[config.mk]
export PLATFORM = sky130hd
export DESIGN_NAME = pwr_event_router
export DESIGN_NICKNAME = d
export VERILOG_FILES = /design/src/rtl/pwr_evt_pkg.sv /design/src/rtl/pwr_evt_ctrl.sv /design/src/rtl/pwr_evt_dp.sv /design/src/rtl/pwr_event_router.sv
export SDC_FILE = /design/constraint.sdc
export NUM_CORES = 1
export LEC_CHECK = 0
export ABC_CLOCK_PERIOD_IN_PS = 1500
export BUFFER_PORTS_ARGS = -buffer_cell sky130_fd_sc_hd__buf_4
export CORE_ASPECT_RATIO = 1.25
export CORE_MARGIN = 4
export CORE_UTILIZATION = 36
export DETAILED_ROUTE_END_ITERATION = 8
export GPL_TIMING_DRIVEN = 1
export PLACE_DENSITY = 0.64
export SYNTH_ARGS = -nofsm -noshare
export SYNTH_HDL_FRONTEND = slang
export SYNTH_SLANG_ARGS = --single-unit
[constraint.sdc]
create_clock -name clk -period 1.5 [get_ports clk]
set_clock_uncertainty 0.2 [all_clocks]
set_input_delay 0.15 -clock clk [delete_from_list [all_inputs] [get_ports clk]]
set_output_delay 0.15 -clock clk [all_outputs]
set_load 0.02 [all_outputs]
[src/rtl/pwr_evt_pkg.sv]
package pwr_evt_pkg;
  localparam int REG_W = 16;

  localparam int BIT_INT_PME = 0;
  localparam int BIT_EXT_PME = 1;
  localparam int BIT_RING    = 2;
  localparam int BIT_BATLOW  = 3;
  localparam int BIT_USB     = 4;
  localparam int BIT_PCIE    = 5;

  localparam logic [REG_W-1:0] IMPL_MASK = 16'h003F;

  localparam logic ADDR_STATUS = 1'b0;
  localparam logic ADDR_ENABLE = 1'b1;

  localparam logic [2:0] SLP_S0 = 3'd0;
  localparam logic [2:0] SLP_S1 = 3'd1;
  localparam logic [2:0] SLP_S5 = 3'd5;

  typedef struct packed {
    logic [REG_W-1:0] hwSet;
    logic [REG_W-1:0] swClr;
    logic [REG_W-1:0] enMask;
    logic [REG_W-1:0] enData;
    logic             resumeClr;
  } evtStrobe_t;
endpackage

[src/rtl/pwr_evt_ctrl.sv]
module pwr_evt_ctrl
  import pwr_evt_pkg::*;
#(
  parameter int NUM_INT_DEV    = 4,
  parameter int NUM_ROOT_PORTS = 4,
  parameter int SYNC_STAGES    = 2
) (
  input  logic                      clk,
  input  logic                      rst_n,
  input  logic                      extPmeIn,
  input  logic                      ringIn,
  input  logic                      batLowIn,
  input  logic [NUM_INT_DEV-1:0]    intDevPme,
  input  logic                      usbWakeReq,
  input  logic [NUM_ROOT_PORTS-1:0] rootPortPme,
  input  logic                      pcieAssertMsg,
  input  logic                      pcieDeassertMsg,
  input  logic                      resumeRst,
  input  logic                      regAddr,
  input  logic                      wrEn,
  input  logic [1:0]                byteEn,
  input  logic [REG_W-1:0]          wrData,
  output evtStrobe_t                strb
);
  localparam int NUM_PINS = 3;
  localparam int PIN_EXT  = 0;
  localparam int PIN_RING = 1;
  localparam int PIN_BAT  = 2;

  logic [NUM_PINS-1:0] pinVec;
  logic [NUM_PINS-1:0] syncVec;
  logic [NUM_PINS-1:0] prevVec;
  logic [NUM_PINS-1:0] riseVec;

  assign pinVec = {batLowIn, ringIn, extPmeIn};

  for (genvar p = 0; p < NUM_PINS; p++) begin : g_sync
    logic [SYNC_STAGES-1:0] shf;
    always_ff @(posedge clk or negedge rst_n) begin
      if (!rst_n) shf <= '0;
      else        shf <= {shf[SYNC_STAGES-2:0], pinVec[p]};
    end
    assign syncVec[p] = shf[SYNC_STAGES-1];
  end

  always_ff @(posedge clk or negedge rst_n) begin
    if (!rst_n) prevVec <= '0;
    else        prevVec <= syncVec;
  end
  assign riseVec = syncVec & ~prevVec;

  logic setByAssert;
  logic deassertSeen;
  logic pcieClrOk;
  logic [REG_W-1:0] byteMask;
  logic statusWr;
  logic enableWr;

  assign byteMask  = {{8{byteEn[1]}}, {8{byteEn[0]}}};
  assign statusWr  = wrEn && (regAddr == ADDR_STATUS);
  assign enableWr  = wrEn && (regAddr == ADDR_ENABLE);
  assign pcieClrOk = !setByAssert || deassertSeen;

  always_comb begin
    strb = '0;
    strb.hwSet[BIT_INT_PME] = |intDevPme;
    strb.hwSet[BIT_EXT_PME] = riseVec[PIN_EXT];
    strb.hwSet[BIT_RING]    = riseVec[PIN_RING];
    strb.hwSet[BIT_BATLOW]  = syncVec[PIN_BAT];
    strb.hwSet[BIT_USB]     = usbWakeReq;
    strb.hwSet[BIT_PCIE]    = (|rootPortPme) || pcieAssertMsg;
    if (statusWr) begin
      strb.swClr = wrData & byteMask & IMPL_MASK;
      strb.swClr[BIT_PCIE] = wrData[BIT_PCIE] & byteMask[BIT_PCIE] & pcieClrOk;
    end
    if (enableWr) begin
      strb.enMask = byteMask & IMPL_MASK;
      strb.enData = wrData;
    end
    strb.resumeClr = resumeRst;
  end

  always_ff @(posedge clk or negedge rst_n) begin
    if (!rst_n) begin
      setByAssert  <= 1'b0;
      deassertSeen <= 1'b0;
    end else if (pcieAssertMsg) begin
      setByAssert  <= 1'b1;
      deassertSeen <= 1'b0;
    end else begin
      if (strb.swClr[BIT_PCIE] && !strb.hwSet[BIT_PCIE]) begin
        setByAssert  <= 1'b0;
        deassertSeen <= 1'b0;
      end
      if (pcieDeassertMsg) deassertSeen <= 1'b1;
    end
  end


  assert_flag_src_chk: assert property (@(posedge clk) disable iff (!rst_n)
    $rose(setByAssert) |-> $past(pcieAssertMsg));

endmodule

[src/rtl/pwr_evt_dp.sv]
module pwr_evt_dp
  import pwr_evt_pkg::*;
(
  input  logic             clk,
  input  logic             rst_n,
  input  evtStrobe_t       strb,
  input  logic [2:0]       sleepState,
  input  logic             s5Override,
  input  logic             sciEn,
  input  logic             regAddr,
  input  logic             rdEn,
  output logic [REG_W-1:0] rdData,
  output logic             sciOut,
  output logic             smiOut,
  output logic             wakeOut
);
  logic [REG_W-1:0] status;
  logic [REG_W-1:0] enable;
  logic [REG_W-1:0] usbMask;
  logic [REG_W-1:0] statusNxt;
  logic [REG_W-1:0] newlySet;
  logic pending;
  logic blocked;
  logic asleep;

  assign usbMask   = strb.resumeClr ? (REG_W'(1) << BIT_USB) : '0;
  assign statusNxt = ((status & ~strb.swClr & ~usbMask) | strb.hwSet) & IMPL_MASK;
  assign newlySet  = strb.hwSet & ~status & enable & IMPL_MASK;

  always_ff @(posedge clk or negedge rst_n) begin
    if (!rst_n) begin
      status <= '0;
      enable <= '0;
    end else begin
      status <= statusNxt;
      enable <= ((enable & ~strb.enMask) | (strb.enData & strb.enMask)) & IMPL_MASK;
    end
  end

  always_ff @(posedge clk or negedge rst_n) begin
    if (!rst_n)    rdData <= '0;
    else if (rdEn) rdData <= (regAddr == ADDR_ENABLE) ? enable : status;
  end

  assign blocked = (sleepState == SLP_S5) && s5Override;
  assign asleep  = (sleepState >= SLP_S1) && (sleepState <= SLP_S5);
  assign pending = |(status & enable);
  assign sciOut  = pending && !blocked && sciEn;
  assign smiOut  = pending && !blocked && !sciEn;

  always_ff @(posedge clk or negedge rst_n) begin
    if (!rst_n) wakeOut <= 1'b0;
    else        wakeOut <= (|newlySet) && asleep && !blocked;
  end


  sci_smi_excl_chk: assert property (@(posedge clk) disable iff (!rst_n)
    !(sciOut && smiOut));


  wake_when_asleep_chk: assert property (@(posedge clk) disable iff (!rst_n)
    wakeOut |-> ($past(sleepState) != SLP_S0) && !($past(sleepState) == SLP_S5 && $past(s5Override)));


  wake_from_set_chk: assert property (@(posedge clk) disable iff (!rst_n)
    wakeOut |-> ($past(strb.hwSet & enable) != '0));


  resume_clr_chk: assert property (@(posedge clk) disable iff (!rst_n)
    $past(strb.resumeClr && !strb.hwSet[BIT_USB]) |-> !status[BIT_USB]);

  for (genvar gi = 0; gi < REG_W; gi++) begin : g_fall

    sticky_bit_chk: assert property (@(posedge clk) disable iff (!rst_n)
      $fell(status[gi]) |-> $past(strb.swClr[gi] || (strb.resumeClr && (gi == BIT_USB))));
  end

endmodule

[src/rtl/pwr_event_router.sv]
module pwr_event_router
  import pwr_evt_pkg::*;
#(
  parameter int NUM_INT_DEV    = 4,
  parameter int NUM_ROOT_PORTS = 4,
  parameter int SYNC_STAGES    = 2
) (
  input  logic                      clk,
  input  logic                      rst_n,
  input  logic [2:0]                sleepState,
  input  logic                      s5Override,
  input  logic                      sciEn,
  input  logic                      extPmeIn,
  input  logic                      ringIn,
  input  logic                      batLowIn,
  input  logic [NUM_INT_DEV-1:0]    intDevPme,
  input  logic                      usbWakeReq,
  input  logic [NUM_ROOT_PORTS-1:0] rootPortPme,
  input  logic                      pcieAssertMsg,
  input  logic                      pcieDeassertMsg,
  input  logic                      resumeRst,
  input  logic                      regAddr,
  input  logic                      rdEn,
  input  logic                      wrEn,
  input  logic [1:0]                byteEn,
  input  logic [15:0]               wrData,
  output logic [15:0]               rdData,
  output logic                      sciOut,
  output logic                      smiOut,
  output logic                      wakeOut
);
  evtStrobe_t strb;

  pwr_evt_ctrl #(
    .NUM_INT_DEV   (NUM_INT_DEV),
    .NUM_ROOT_PORTS(NUM_ROOT_PORTS),
    .SYNC_STAGES   (SYNC_STAGES)
  ) ctrl_i (
    .clk            (clk),
    .rst_n          (rst_n),
    .extPmeIn       (extPmeIn),
    .ringIn         (ringIn),
    .batLowIn       (batLowIn),
    .intDevPme      (intDevPme),
    .usbWakeReq     (usbWakeReq),
    .rootPortPme    (rootPortPme),
    .pcieAssertMsg  (pcieAssertMsg),
    .pcieDeassertMsg(pcieDeassertMsg),
    .resumeRst      (resumeRst),
    .regAddr        (regAddr),
    .wrEn           (wrEn),
    .byteEn         (byteEn),
    .wrData         (wrData),
    .strb           (strb)
  );

  pwr_evt_dp dp_i (
    .clk       (clk),
    .rst_n     (rst_n),
    .strb      (strb),
    .sleepState(sleepState),
    .s5Override(s5Override),
    .sciEn     (sciEn),
    .regAddr   (regAddr),
    .rdEn      (rdEn),
    .rdData    (rdData),
    .sciOut    (sciOut),
    .smiOut    (smiOut),
    .wakeOut   (wakeOut)
  );
endmodule

; ---- Word-level counts from Yosys, hierarchy flattened
; Cells that the tools add are included.
; W data, S select, Z words.
[op_classes]
n_lt_le_gt_ge = 2
eq_ne = 1
n_mux = 8
bitwise = 19
reduce_logical = 22
[ops]
columns = cell, count
row1 = $and A6 B6 Y6, 7
row2 = $not A6 Y6, 4
row3 = $mux W22, 1
row4 = $reduce_or A16 Y1, 1
row5 = $mux W6, 2
row6 = $or A6 B6 Y6, 2
row7 = $logic_and A1 B1 Y1, 10
row8 = $reduce_or A4 Y1, 2
row9 = $reduce_or A6 Y1, 1
row10 = $and A5 B5 Y5, 1
row11 = $mux W5, 1
row12 = $logic_not A1 Y1, 4
row13 = $mux W1, 4
row14 = $eq A3 B3 Y1 const B, 1
row15 = $ge A3 B1 Y1 const B, 1
row16 = $le A3 B3 Y1 const B, 1
row17 = $reduce_bool A3 Y1, 1
row18 = $and A1 B1 Y1, 2
row19 = $and A2 B2 Y2, 1
row20 = $logic_or A1 B1 Y1, 2
row21 = $not A2 Y2, 1
row22 = $reduce_bool A2 Y1, 1
row23 = $not A1 Y1, 1
[totals]
regBits = 39
in_bits = 43
output_inout_bits = 19
elab_cells = 62

; ---- Longest topological paths before layout
; Gate-level depths: netlist of run 1.
[logic_depth]
ltp_word = 8
mapped_depth = 6
ltp_nobuf = 4

; ---- Hierarchy
; A second synthesis of run 1 with hierarchy kept.
[hier_totals]
hier_cells = 174
hier_area_um2 = 1732.9
[by_module_without_submodules]
columns = mod, instances, cells_per_inst, area_each_um2, seq_area_each_um2
row1 = pwr_evt_dp, 1, 88, 935.9, 475.5
row2 = pwr_evt_ctrl, 1, 86, 797.0, 250.2

; ---- Worst setup path before layout of run 1
; No wires, ideal clock.
[synth_timing]
kind = input to register
from = input rootPortPme[0]
to = register ctrl_i.deassertSeen
setup_ns = 0.118
arrival_ns = 1.386
required_ns = 1.182
path_slack_ns = -0.204
path_stages = 4
path_buffers = 0
cell_sequence = or4_4 or4b_1 a21oi_1 nor2_1
[synth_between]
elab_chain_cells = 5
[synth_rtl]
columns = element, line
row1 = start: declaration, pwr_event_router.sv:18  ; input logic [NUM_ROOT_PORTS-1:0] rootPortPme,
row2 = $reduce_or A4 Y1, pwr_evt_ctrl.sv:71  ; strb.hwSet[BIT_PCIE] = (|rootPortPme) || pcieAssertMsg;
row3 = $logic_or A1 B1 Y1, pwr_evt_ctrl.sv:71
row4 = $logic_not A1 Y1, pwr_evt_ctrl.sv:91  ; if (strb.swClr[BIT_PCIE] && !strb.hwSet[BIT_PCIE]) begin
row5 = $logic_and A1 B1 Y1, pwr_evt_ctrl.sv:91
row6 = $reduce_bool A3 Y1 (no line), -
row7 = end signal: assignment, pwr_evt_ctrl.sv:89  ; deassertSeen <= 1'b0;
row8 = end signal: assignment, pwr_evt_ctrl.sv:93  ; deassertSeen <= 1'b0;
row9 = end signal: assignment, pwr_evt_ctrl.sv:95  ; if (pcieDeassertMsg) deassertSeen <= 1'b1;
row10 = end: declaration, pwr_evt_ctrl.sv:53  ; logic deassertSeen;
; No other way between the ends.
; A chain may end at the register's enable or synchronous reset.

; ---- Worst setup path after layout of run 1
[layout_timing]
from = register dp_i.status[3]
to = output sciOut
[layout_between]
elab_chain_cells = 4
[layout_rtl]
columns = element, line
row1 = start: declaration, pwr_evt_dp.sv:17  ; logic [REG_W-1:0] status;
row2 = start signal: assignment, pwr_evt_dp.sv:35  ; status <= statusNxt;
row3 = $and A6 B6 Y6, pwr_evt_dp.sv:47  ; assign pending = |(status & enable);
row4 = $reduce_or A16 Y1, pwr_evt_dp.sv:47
row5 = $logic_and A1 B1 Y1 (2 in a row), pwr_evt_dp.sv:48  ; assign sciOut = pending && !blocked && sciEn;
row6 = end: declaration, pwr_event_router.sv:28  ; output logic sciOut,
; No other way between the ends.

==> impl_results.md, run 1 <==
- Core Rows: 24
- Share of the synthesized area in the top cell type: 56.42%
- Final Hold Viols: 0
- Synthesized area per cell: 10.90 um^2
- Crit path DAT: 1.27 ns
- DRT Pass-1 Iters: 4
- Maximum vdd drop: 0.7804 mV
- YS warnings: 0
- FF-to-FF End: dp_i.wakeOut
- Placed Cells: 201
- Post-synthesis sequential area ratio: 56.42%
- Max Freq: 618.5 MHz
- Max Root-Sink Buffers: 2
- Gr usage total: 14.45%
- Post-synthesis cell count: 118
- Post-route cell area: 2022 um^2
- CP endpoint kind: output pin
- Synth area leaders: dfrtp_1 (56%), buf_4 (6.4%), mux2i_1 (4.7%)
- Max-slew violation count: 0
- PortBufs: 40
- Final Non-Filler Cells: 234
- DP Area: 1639 um^2
- CTS clk-pin slew, worst paths: 0.06 ns
- Worst-Skew Late Latency: 0.27 ns
- Die width: 61.47 um
- Synth cell types: 28
- Share of cells above drive strength 1: 39.49%
- Antenna cell count: 0
- Design Power: 1.977 mW
- R2r setup slk: 0.06 ns
- Setup-failing EPs final: 2
- CTS root buf: clkbuf_8
- Nets: 237
- Setup CP Type: flop to output pin
- Worst Path Required: 1.15 ns
- Worst r2r path cells: 4
- Vias/cell: 4.726
- Most frequent cells in the layout: buf_4 (51), dfrtp_1 (29), dlygate4sd3_1 (20), nand2_1 (12), conb_1 (10)
- Power share of the combinational group: 24.0%
- Initial antenna violation count: 0
- Crit path time final: 1.617 ns
- Core area: 3453 um^2
- Mapped cell area: 1286 um^2
- Area Growth Syn to Fin: 57.20%
- Dpl hpwl: 2.182 mm
- Outcome: finished, violations left
- R2r startpoint: dp_i.status[2]
- 1st-iter DRT viols: 26
- Switching Power: 540.8 uW
- Ports: 62
- Die Y: 74.83 um
- DRC viols: 0
- RD Place Congestion: 0.7553
- Dominant cell type by area after synthesis: dfrtp_1
- RSZ-0062 raised after global routing: true
- Pwr dens: 977.6 nW/um^2
- WL final: 3.068 mm
- Vias: 1106
- Sequential power share: 46.1%
- Clock Power Share: 29.9%
- First-pass GRT wire length: 4.767 mm
- Die area: 4599 um^2
- Antenna-violating nets left: 0
- HP Class: primary input to flop
- CP Max Fanout: 2
- Seq cells post-synth: 29
- Commonest non-fill, non-tap cell in the layout: buf_4
- Worst hold endpoint: dp_i.status[0]
- Total gr overflow: 0
- # H-tree levels: 2
- Critical hold path startpoint: intDevPme[2]
- Hold depth: 3
- Largest net degree at the start of global routing: 30
- CTS tree: done
- Fin crit share: 107.8%
- LEAKAGE: 0.9578 nW
- Internal Pwr Total: 1.436 mW
- CTS Sinks: 29
- Max cap viols: 0
- Min setup slack post-route: -0.1167 ns
- Failing checks: setup timing
- Sw Ratio: 27.36%
- Critical path launch point type: flop
- Num CTS Buffers: 5
- Initial Util: 37.25%
- WL/cell: 13.11 um
- Vias in the first global route: 1110
==> worst max-delay path, stage by stage, from the launching register on <==
cell	delay, ns
dfrtp_1	0.39
a22oi_2	0.20
nand3_2	0.11
and3_1	0.16
buf_6	0.13
==> metal layers <==
layer / GRT usage, % / vias up / wire length [um]
met5: 0 / - / 0
met4: 4.953 / 0 / 37
met3: 4.460 / 4 / 228
met2: 24.24 / 41 / 1643
met1: 17.48 / 518 / 1159
li1: - / 543 / -
==> worst max path at each step <==
stage | from | to | slack (ns) | depth (start not counted)
after detailed placement | rootPortPme[0] | ctrl_i.deassertSeen | -0.30 | 5
after global placement | rootPortPme[0] | ctrl_i.deassertSeen | -0.28 | 5
after global routing | dp_i.status[4] | sciOut | -0.19 | 4
after floorplan | rootPortPme[0] | ctrl_i.deassertSeen | -0.15 | 4
final | dp_i.status[3] | sciOut | -0.12 | 4
after CTS | flop | sciOut | -0.16 | 4
==> logic make-up (layout without fill, tap and decap cells) <==
family	after synthesis	in the layout	synth area share (%)
AOI/OAI and AO/OA	25	25	12.84
buffers and inverters	20	88	9.047
DFF	29	29	56.42
muxes	11	11	9.047
other	1	10	0.2915
and+or+nand+nor	32	32	12.35
==> repair_timing <==
action	CTS	global route
setup endpoints to repair	4	4
pin swaps	4	2
resized for setup	4	8
hold buffers	20	0
hold endpoints to repair	53	0
buffers inserted	5	0
==> cells in the mapped netlist <==
cell type / n
or4_4: 1
nor3_1: 1
conb_1: 1
dfrtp_1: 29
a22oi_1: 3
nand4b_1: 1
o211ai_1: 1
o22a_1: 1
a221oi_1: 1
inv_1: 7
a21o_1: 3
and3_1: 1
mux2_2: 5
o32ai_1: 2
clkbuf_1: 2
o21ai_0: 4
a311oi_1: 1
nand3_1: 2
and3b_1: 1
nand2b_1: 2
buf_4: 11
nand2_1: 12
mux2i_1: 6
a21oi_1: 8
or4b_1: 1
nor2_1: 9
a31o_2: 1
or4_1: 1
==> power groups by stage <==
| stage | Sequential (mW) | Clock, mW | Combinational [mW] |
|---|---|---|---|
| floorplan | 0.949 | 0 | 0.168 |
| global placement | 0.922 | 0 | 0.356 |
| detailed placement | 0.926 | 0 | 0.365 |
| CTS | 0.905 | 0.613 | 0.458 |
| global route | 0.920 | 0.654 | 0.517 |
| finish | 0.911 | 0.592 | 0.474 |
==> through the flow <==
stage          hold WS [ns]  setup TNS, ns  utilization, %  setup WS, ns
3_3_place_gp        -0.1153        -0.6957           47.46       -0.2825
4_1_cts            -0.02081        -0.2947           57.32       -0.1593
6_report            0.01154        -0.2160           58.55       -0.1167
3_5_place_dp        -0.1114        -0.7823           47.46       -0.3037
5_1_grt             0.01926        -0.3854           58.55       -0.1860
2_1_floorplan       -0.3456        -0.2905               -       -0.1500
==> final cells by class <==
cell class	count	area (um^2)
well taps	39	48.80
clock buffers	6	72.57
inverters	7	26.28
multi-input cells	78	533.0
clock inverters	2	10.01
flip-flops and latches	29	725.7
fillers	284	1431
repair buffers	73	605.6
Power figures use the tool's default switching activity.
==> inputs of run 2 (changes only) <==
- ABC_AREA: default -> 1
- PLACE_DENSITY: 0.64 -> 0.63
- TNS_END_PERCENT: default -> 30
==> run 2 against run 1 <==
  * The flow still finishes with violations (setup timing)
  * Flip-flop and latch count unchanged
  * Sequential share of layout area fell by 0.78 points
  * Global-route usage down 0.90 points
  * Cell area is 2.2% higher
  * Combinational power down 6.1%
  * Synthesized cell count rose by 37%
  * Total power shrank 1.5%
  * Non-clock buffer count fell by 1
  * Worst hold slack worse by 0.0065 ns
  * Area after synthesis grew 8.8%
  * Utilization is 3.5 points lower
==> impl_results.md, run 2 <==
- Maximum vdd drop: 0.5464 mV
- Core area: 3754 um^2
- Max Freq: 635.6 MHz
- CP Max Fanout: 2
- Dominant cell type by area after synthesis: dfrtp_1
- Synth area leaders: dfrtp_1 (52%), nand2_1 (12%), nor2_1 (5.9%)
- Nets: 280
- Post-synthesis cell count: 162
- Failing checks: setup timing
- Worst-Skew Late Latency: 0.28 ns
- # H-tree levels: 2
- Initial Util: 37.27%
- Num CTS Buffers: 5
- Die area: 4953 um^2
- Antenna-violating nets left: 0
- Fin crit share: 104.9%
- Post-synthesis sequential area ratio: 51.88%
- Ys async rst share: 100.0%
- Vias/cell: 4.381
- Min setup slack post-route: -0.07328 ns
- Share of cells above drive strength 1: 28.57%
- Final Non-Filler Cells: 278
- Pwr dens: 942.1 nW/um^2
- Setup-failing EPs final: 2
- Final Hold Viols: 0
- WL final: 3.033 mm
- Most frequent cells in the layout: buf_4 (49), nand2_1 (43), dfrtp_1 (29), nor2_1 (22), dlygate4sd3_1 (22)
- CP endpoint kind: output pin
- Antenna cell count: 0
- CTS root buf: clkbuf_8
- Largest net degree at the start of global routing: 30
- Ports: 62
- Worst Path Required: 1.15 ns
- Mapped cell area: 1399 um^2
- Max-slew violation count: 0
- PortBufs: 40
- DRC viols: 0
- Core Rows: 25
- YS warnings: 0
- Max Root-Sink Buffers: 2
- Synth cell types: 21
- Dpl hpwl: 2.010 mm
- Vias: 1218
- Synthesized area per cell: 8.635 um^2
- DRT Pass-1 Iters: 4
- Initial antenna violation count: 0
- RSZ-0062 raised after global routing: true
- Fin Setup TNS: -0.1381 ns
- WL/cell: 10.91 um
- Crit path time final: 1.573 ns
- Commonest cells in the netlist: nand2_1 (43), dfrtp_1 (29), nor2_1 (22), inv_1 (20), buf_4 (10)
- Die width: 63.76 um
- RD Place Congestion: 0.7697
- CTS clk-pin slew, worst paths: 0.06 ns
- LEAKAGE: 1.076 nW
- First-pass GRT wire length: 5.209 mm
- Seq cells post-synth: 29
- Share of the synthesized area in the top cell type: 51.88%
- Vias in the first global route: 1178
- Max cap viols: 0
- Post-synth top flop: dfrtp_1
- Crit path DAT: 1.22 ns
- Top-count cell post-synth: nand2_1
- Die Y: 77.70 um
- Gr usage total: 13.55%
- Critical path launch point type: flop
- Commonest non-fill, non-tap cell in the layout: buf_4
- Area Growth Syn to Fin: 47.76%
- Total gr overflow: 0
- CTS tree: done
- HP Class: primary input to flop
- Placed Cells: 241
- Post-synth EDFFs: 0
- 1st-iter DRT viols: 50
- Setup CP Type: flop to output pin
- Outcome: finished, violations left
- CTS Sinks: 29
## run 2: cell count changes in the layout (fill, tap and decap cells not counted), sizes merged, moves of 4 or more
cell   before  now
nor2        9   22
mux2i       6    0
nand2      12   43
a21oi       8    2
inv         7   22
mux2        5    0
buf        53   49
nand3       2    7
o21ai       4   12
a31oi       0    7
## run 2: cell families after synthesis
| group | synth area share, % |
|---|---|
| buffers and inverters | 13.77 |
| and+or+nand+nor | 23.34 |
| other | 0.2681 |
| DFF | 51.88 |
| AOI/OAI and AO/OA | 10.73 |
## run 2: layout make-up
type	instances	area [um^2]
clock buffers	8	80.08
repair buffers	72	600.6
well taps	40	50.05
fillers	368	1687
multi-input cells	107	520.5
inverters	22	90.09
flip-flops and latches	29	725.7
## run 2: power by group
| group | switching [mW] | internal [mW] |
|---|---|---|
| registers | 0.0392 | 0.850 |
| logic | 0.223 | 0.223 |
| clock network | 0.284 | 0.329 |
## run 2: repair_timing
action                                  4_1_cts  5_1_grt
hold endpoints to repair                     49        1
endpoints found under the setup margin        2        3
hold buffers                                 23        1
resized for setup                             1        3
buffers inserted                              4        1
gates cloned                                  0        0
pin swaps                                     2        3
## run 2: worst max-delay path, stage by stage, from the launching register on
cell	delay, ns
dfrtp_1	0.38
nand2_1	0.07
nand4_1	0.14
o22ai_2	0.14
nor2_1	0.06
buf_4	0.15
## run 2: final timing paths
check / start / to / slack [ns] / cells after the start
min: regAddr / dp_i.rdData[2] / 0.005 / 3
max in group asynchronous: rst_n / ctrl_i.g_sync[2].shf[0] / 0.70 / 2
min in group asynchronous: rst_n / ctrl_i.g_sync[1].shf[0] / 0.13 / 2
min reg2reg: ctrl_i.g_sync[2].shf[0] / ctrl_i.g_sync[2].shf[1] / 0.15 / 0
max reg2reg: dp_i.status[4] / dp_i.status[4] / 0.06 / 3
max: dp_i.status[1] / smiOut / -0.07 / 5
## run 2: per-layer routing
layer  global-route usage [%]  wire length (um)  vias to the layer above
met3                    4.776               189                        7
li1                         -                 -                      635
met2                    22.88              1586                       34
met4                    6.263                52                        0
met1                    15.12              1205                      542
met5                        0                 0                        -
## run 2: through the flow
step	power (mW)	setup WS (ns)	util, %	instance area (um^2)	hold WS, ns
3_5_place_dp	1.277	0.1705	45.37	1703	-0.09924
3_3_place_gp	1.272	0.1700	45.37	1703	-0.1004
2_1_floorplan	1.126	0.2955	-	1433	-0.3456
6_report	1.947	-0.07328	55.07	2067	0.005021
5_1_grt	2.064	-0.1630	55.07	2067	0.01942
4_1_cts	1.967	-0.1100	54.60	2049	0.00007430
